[src/rtl/memsel_pkg.sv]
package memsel_pkg;

    // Kind of bus cycle held in the capture register; bit 0 = read, bit 1 = write
    typedef enum logic [1:0] {
        CYC_IDLE  = 2'b00,
        CYC_READ  = 2'b01,
        CYC_WRITE = 2'b10,
        CYC_BOTH  = 2'b11
    } cyc_kind_e;

    function automatic logic cyc_is_mem(input cyc_kind_e kind);
        return kind != CYC_IDLE;
    endfunction

endpackage

[src/rtl/memsel_latch.sv]
module memsel_latch
    import memsel_pkg::*;
#(
    parameter int ADDR_W = 20
) (
    input  logic              clk,
    input  logic              rst_n,
    input  logic [ADDR_W-1:0] addr_i,
    input  logic              rd_n_i,
    input  logic              wr_n_i,
    output logic [ADDR_W-1:0] addr_o,
    output cyc_kind_e         kind_o
);

    typedef struct packed {
        logic [ADDR_W-1:0] addr;
        cyc_kind_e         kind;
    } cap_t;

    cap_t cap_d, cap_q;

    always_comb begin
        cap_d      = cap_q;
        cap_d.addr = addr_i;
        cap_d.kind = cyc_kind_e'({~wr_n_i, ~rd_n_i});
    end

    always_ff @(posedge clk or negedge rst_n) begin
        if (!rst_n) begin
            cap_q <= '0;
        end else begin
            cap_q <= cap_d;
        end
    end

    assign addr_o = cap_q.addr;
    assign kind_o = cap_q.kind;

endmodule

[src/rtl/memsel_split.sv]
module memsel_split #(
    parameter int ADDR_W = 20,
    parameter int OFS_W  = 17,
    parameter int SEL_W  = 2,
    localparam int SEL_WE = (SEL_W > 0) ? SEL_W : 1,
    localparam int TOP_B  = OFS_W + SEL_W
) (
    input  logic [ADDR_W-1:0] addr_i,
    output logic [OFS_W-1:0]  offset_o,
    output logic [SEL_WE-1:0] slot_o
);

    assign offset_o = addr_i[OFS_W-1:0];

    generate
        if (SEL_W > 0) begin : g_slot
            assign slot_o = addr_i[TOP_B-1:OFS_W];
        end else begin : g_noslot
            assign slot_o = '0;
        end

        if (TOP_B < ADDR_W) begin : g_alias
            // Bits above the slot take no part in decoding; they alias
            logic unused_hi;
            assign unused_hi = ^addr_i[ADDR_W-1:TOP_B];
        end
    endgenerate

endmodule

[src/rtl/memsel_bank_dec.sv]
module memsel_bank_dec #(
    parameter int SEL_WE     = 2,
    parameter int NUM_BANKS  = 3,
    parameter int FIRST_SLOT = 1
) (
    input  logic [SEL_WE-1:0]    slot_i,
    input  logic                 active_i,
    output logic [NUM_BANKS-1:0] cs_n_o,
    output logic                 hit_o
);

    generate
        for (genvar k = 0; k < NUM_BANKS; k++) begin : g_bank
            assign cs_n_o[k] = !(active_i && (slot_i == SEL_WE'(FIRST_SLOT + k)));
        end
    endgenerate

    assign hit_o = ~&cs_n_o;

endmodule

[src/rtl/memsel_decoder.sv]
module memsel_decoder
    import memsel_pkg::*;
#(
    parameter int ADDR_W     = 20,
    parameter int OFS_W      = 17,
    parameter int SEL_W      = 2,
    parameter int NUM_BANKS  = 3,
    parameter int FIRST_SLOT = 1
) (
    input  logic                 clk,
    input  logic                 rst_n,
    input  logic [ADDR_W-1:0]    addr_i,
    input  logic                 mem_rd_n_i,
    input  logic                 mem_wr_n_i,
    output logic [NUM_BANKS-1:0] cs_n_o,
    output logic [OFS_W-1:0]     offset_o,
    output logic                 unmapped_o
);

    localparam int SEL_WE = (SEL_W > 0) ? SEL_W : 1;

    logic [ADDR_W-1:0] addr_q;
    cyc_kind_e         kind_q;
    logic [SEL_WE-1:0] slot;
    logic              mem_cyc;
    logic              hit;

    memsel_latch #(.ADDR_W(ADDR_W)) u_latch (
        .clk    (clk),
        .rst_n  (rst_n),
        .addr_i (addr_i),
        .rd_n_i (mem_rd_n_i),
        .wr_n_i (mem_wr_n_i),
        .addr_o (addr_q),
        .kind_o (kind_q)
    );

    memsel_split #(
        .ADDR_W (ADDR_W),
        .OFS_W  (OFS_W),
        .SEL_W  (SEL_W)
    ) u_split (
        .addr_i   (addr_q),
        .offset_o (offset_o),
        .slot_o   (slot)
    );

    assign mem_cyc = cyc_is_mem(kind_q);

    memsel_bank_dec #(
        .SEL_WE     (SEL_WE),
        .NUM_BANKS  (NUM_BANKS),
        .FIRST_SLOT (FIRST_SLOT)
    ) u_dec (
        .slot_i   (slot),
        .active_i (mem_cyc),
        .cs_n_o   (cs_n_o),
        .hit_o    (hit)
    );

    assign unmapped_o = mem_cyc && !hit;

endmodule

[config.mk]
export PLATFORM = sky130hd
export DESIGN_NAME = memsel_decoder
export DESIGN_NICKNAME = d
export VERILOG_FILES = /design/src/rtl/memsel_pkg.sv /design/src/rtl/memsel_latch.sv /design/src/rtl/memsel_split.sv /design/src/rtl/memsel_bank_dec.sv /design/src/rtl/memsel_decoder.sv
export SDC_FILE = /design/constraint.sdc
export NUM_CORES = 1
export LEC_CHECK = 0
export ABC_CLOCK_PERIOD_IN_PS = 800
export BUFFER_PORTS_ARGS = -buffer_cell sky130_fd_sc_hd__buf_2
export CAP_MARGIN = 20
export CORE_UTILIZATION = 39
export CTS_CLUSTER_DIAMETER = 40
export CTS_CLUSTER_SIZE = 28
export DETAILED_ROUTE_END_ITERATION = 12
export GPL_TIMING_DRIVEN = 0
export PLACE_DENSITY = 0.8
export SYNTH_ARGS = -nofsm -noshare
export SYNTH_HDL_FRONTEND = slang
export SYNTH_SLANG_ARGS = --single-unit
[constraint.sdc]
create_clock -name clk -period 0.8 [get_ports clk]
set_input_delay 0 -clock clk [delete_from_list [all_inputs] [get_ports clk]]
set_output_delay 0 -clock clk [all_outputs]
set_load 0.005 [all_outputs]
Word level (Yosys, flattened, before mapping)
Index checks and enable logic that the tools add are counted.
{ "word_totals": {"n_memories": 0, "latchBits": 0, "rom_bits": 0, "reg_bits": 21, "ram_bits": 0, "inputBits": 24} }
{ "classes": {"addsub": 0, "mul": 0, "n_reduce_logical": 9, "mux": 0, "n_bitwise": 2, "n_eq_ne": 3, "order_cmp": 0, "n_div": 0, "n_shift": 0} }
{ "op_table": {"columns": ["cell", "count"], "rows": [
  ["$eq 2x2->1 const B", 2],
  ["$logic_and 1x1->1", 4],
  ["$logic_not 1->1", 3],
  ["$reduce_and 3->1", 1],
  ["$eq 2x1->1 const B", 1],
  ["$not 1->1", 2],
  ["$reduce_bool 2->1", 1]
]} }

Depth between registers and ports, before layout
{ "depth": {"ltp_word": 5, "depth_mapped": 2, "depth_no_buf": 2} }

By module
From an unflattened synthesis, not the netlist that was laid out.
{ "hier_totals": {"hier_cells": 49, "hier_area_um2": 744.5} }
{ "modules_own_cells": {"columns": ["mod", "instances", "cells_per_inst", "area_per_inst_um2"], "rows": [
  ["memsel_latch", 1, 24, 558.0],
  ["memsel_split", 1, 19, 142.6],
  ["memsel_bank_dec", 1, 4, 27.5],
  ["memsel_decoder", 1, 2, 16.3]
]} }

Least setup slack after synthesis
Ideal clock, no wire load.
{ "synth_path": {"path_type": "register to output", "start": "register u_latch.cap_q (netlist bit u_latch.kind_o[1])", "end": "output unmapped_o", "n_path_buf": 0, "required_ns": 0.800, "slack_ns": 0.073, "path_stages_with_launch": 3, "arrival_ns": 0.727, "cell_sequence": "dfrtp_1 -> or2_4 -> nor3b_1"} }
{ "synth_via": {"elab_chain_len": 5, "elab_cells_between_ends": 9} }
{ "synth_rtl": {"columns": ["item", "line_no", "rtl"], "rows": [
  ["start, declared", "memsel_latch.sv:20", "cap_t cap_d, cap_q;"],
  ["start signal, assigned", "memsel_latch.sv:32", "cap_q <= cap_d;"],
  ["$reduce_bool 2->1 (*)", "memsel_pkg.sv:12", "return kind != CYC_IDLE;"],
  ["$logic_and 1x1->1", "memsel_bank_dec.sv:14", "assign cs_n_o[k] = !(active_i && (slot_i == SEL_WE'(FIRST_SLOT + k)));"],
  ["$logic_not 1->1", "memsel_bank_dec.sv:14", null],
  ["$reduce_and 3->1", "memsel_bank_dec.sv:18", "assign hit_o = ~&cs_n_o;"],
  ["$logic_and 1x1->1 (*)", "memsel_decoder.sv:61", "assign unmapped_o = mem_cyc && !hit;"],
  ["end, declared", "memsel_decoder.sv:17", "output logic unmapped_o"]
]} }
Every way passes the cells marked *; elsewhere a longest branch is shown, timed or not.

Worst setup path after layout
Ends and elaborated chain as after synthesis.

==> flow_summary.yaml <==
status:
  status: "finished with violations"
  violations: "negative setup slack"
worst_setup_path:
  critPathKind: "register to primary output"
  cp.arrival_ns: 1.20
  critical_path.cell_chain: "or2_4, nor3b_1, buf_2"
  cp-startpoint: "u_latch.kind_o[1]$_DFF_PN0_"
  startpoint_type: "register"
  crit_slowest_cell: "dfrtp_1"
  cpLargestDelayFamily: "simple AND/OR/NAND/NOR gates"
  cp_max_fo: 4
  crit_required_ns: 0.80
  critical-path-max-stage-delay_ns: 0.38
  critPathBufInv: 1
  crit_path_end_kind: "primary output"
yosys:
  synth_area_um2: 696.9
  yosysUniqueCellTypes: 7
  synth_area_leaders: "dfrtp_1 75%, buf_4 18%, nand3b_1 2.2%, or2_4 1.3%, inv_1 1.1%"
  synth_compound_area_share_pct: 0
  synthAdderAreaFrac_pct: 0
  synth_xor_area_share_pct: 0
  synthCells: 45
  ys_warn_count: 0
  synth_top_area_cell: "dfrtp_1"
  yosys.area_share.simple_pct: 5.206
  synth.yosys.seq_area_share_pct: 75.40
  synth.top_cell.area_share_pct: 75.40
  syn_nets: 69
  synth_top_family_by_area: "buffers and inverters"
  synth_area_per_cell_um2: 15.49
  ys_seq_elements: 21
  muxShareOfSynthArea_pct: 0
place:
  detailed_place_hpwl_um: 759.2
  gp_congestion: 0.6142
  port_buffers: 43
die:
  num_rows: 14
  fp.dieW_um: 44.27
  core_region_area_um2: 1594
  start_util_pct: 43.72
  ioPinCount: 45
  die-area_um2: 1960
  dieHeight_um: 44.27
global_route:
  grt_max_degree: 22
  grtUsageTotal_pct: 17.03
  antenna_found_initial: 0
  grt_pass1_wl_um: 2283
  grt-ovfl-total: 0
  grt_pass1_vias: 548
pwr:
  seqPwrFrac_pct: 59.5
  clkPwrFrac_pct: 25.8
  p_leak_nw: 0.5751
  power_density_nw_per_um2: 1644
  vdd_drop_max_mv: 1.373
  power_mw: 1.920
  combPwrFrac_pct: 14.7
  intPower_mw: 1.509
  swShare_pct: 21.39
  p_sw_mw: 0.4106
clocking:
  htreeDepth: 1
  clock_path_buffers: 2
  cts_tree: "done"
  cts_buffers: 3
  clk_pin_slew_ns: 0.11
  postCtsSetupRepairBufs: 0
  cts-root-buf: "clkbuf_4"
  cts_sinks: 21
sta:
  tightest_slew_ns: 0.4339
  fin_setup_tns_ns: -1.407
  hold_viol: 0
  rsz0062_at_grt: "yes"
  finalCriticalPeriod_ns: 1.198
  fin_crit_sh_pct: 149.7
  layout_setup_ws_ns: -0.3975
  setup_violations: 12
  max_freq_mhz: 835.1
  final_max_slew_viol_count: 0
  relSlewSlack_pct: 71.07
route:
  wl_um: 1462
  drc: 0
  num_vias: 498
  wl_per_cell_um: 12.08
  viasPerCell: 4.116
  ant_nets: 0
  dr.pass1.iters: 6
  first_iter_violations: 4
hold_path:
  hold_class: "input port to asynchronous set/reset pin"
cells_and_area:
  diodes: 0
  synthToLayoutAreaGrowth_pct: 67.50
  drive_gt1_share_pct: 48.45
  fillers: 104
  regArea_um2: 525.5
  nets: 122
  fin_util_pct: 73.23
  multi_input_area_um2: 36.28
flow_run:
  maxCapViolCount: 0
[worst max path at each step]
stage | end | slack (ns) | cells past startpoint
after global placement | unmapped_o | -0.04 | 3
after detailed placement | unmapped_o | -0.06 | 3
final | unmapped_o | -0.40 | 3
after floorplan | unmapped_o | 0.07 | 2
after global routing | unmapped_o | -0.45 | 3
after CTS | unmapped_o | -0.40 | 3
[power by group through the flow]
stage	Combinational (mW)	Sequential (mW)	Clock, mW
after CTS	0.276	1.14	0.495
after global placement	0.201	1.15	0
after global routing	0.305	1.15	0.556
final	0.282	1.14	0.496
after floorplan	0.0840	1.15	0
after detailed placement	0.206	1.15	0
[Yosys cell counts, drive strengths merged]
| master | count |
|---|---|
| or2 | 1 |
| buf | 17 |
| nand3b | 2 |
| nor3b | 1 |
| inv | 2 |
| dfrtp | 21 |
| nand3 | 1 |
[layout by cell type, fill, tap and decap left out]
| cell | Yosys | final |
|---|---|---|
| buf_2 | 0 | 26 |
| buf_6 | 0 | 17 |
| clkbuf_1 | 0 | 1 |
| clkbuf_4 | 0 | 3 |
| dfrtp_1 | 21 | 21 |
| dlygate4sd3_1 | 0 | 22 |
| inv_1 | 2 | 2 |
| nand3_1 | 1 | 1 |
| nand3b_1 | 2 | 2 |
| nor3b_1 | 1 | 1 |
| or2_4 | 1 | 1 |
[flip-flops by register name (all words and copies together) (netlist names)]
register        cells
u_latch.kind_o      2
u_latch.addr_o     19
[layout make-up]
class                           count  area share (%)
Timing Repair Buffer               65           46.41
Clock buffer                        4           2.251
Multi-Input combinational cell      5           3.108
Tap cell                           24           2.572
Inverter                            2          0.6431
Sequential cell                    21           45.02
[routing by layer]
metal	GRT usage, %	up-vias	part of all wire [%]
li1	-	223	-
met1	18.61	243	34
met2	29.12	30	54
met3	6.939	2	12
met4	7.273	0	0.41
met5	0	-	0
[cell families after synthesis]
kind of cell,after synthesis
flip-flops,21
buffers and inverters,19
AND/OR/NAND/NOR,5
[timing repair]
action	CTS	global route
cloned	0	0
pin swaps	0	0
hold endpoints to repair	42	0
resized for setup	17	0
hold buffers	22	0
setup endpoints to repair	21	21
[through the flow]
| step | setup slack (ns) | instances | cell area, um2 | hold slack, ns |
|---|---|---|---|---|
| global route | -0.4458 | 121 | 1167 | 0.2288 |
| floorplan | 0.07296 | 45 | 696.9 | -0.2956 |
| detailed placement | -0.06309 | 112 | 942.2 | -0.03657 |
| finish | -0.3975 | 121 | 1167 | 0.1962 |
| CTS | -0.3985 | 121 | 1167 | 0.1694 |
| global placement | -0.03610 | 112 | 942.2 | -0.03809 |
Note: power is estimated with default switching activity, not from simulation.
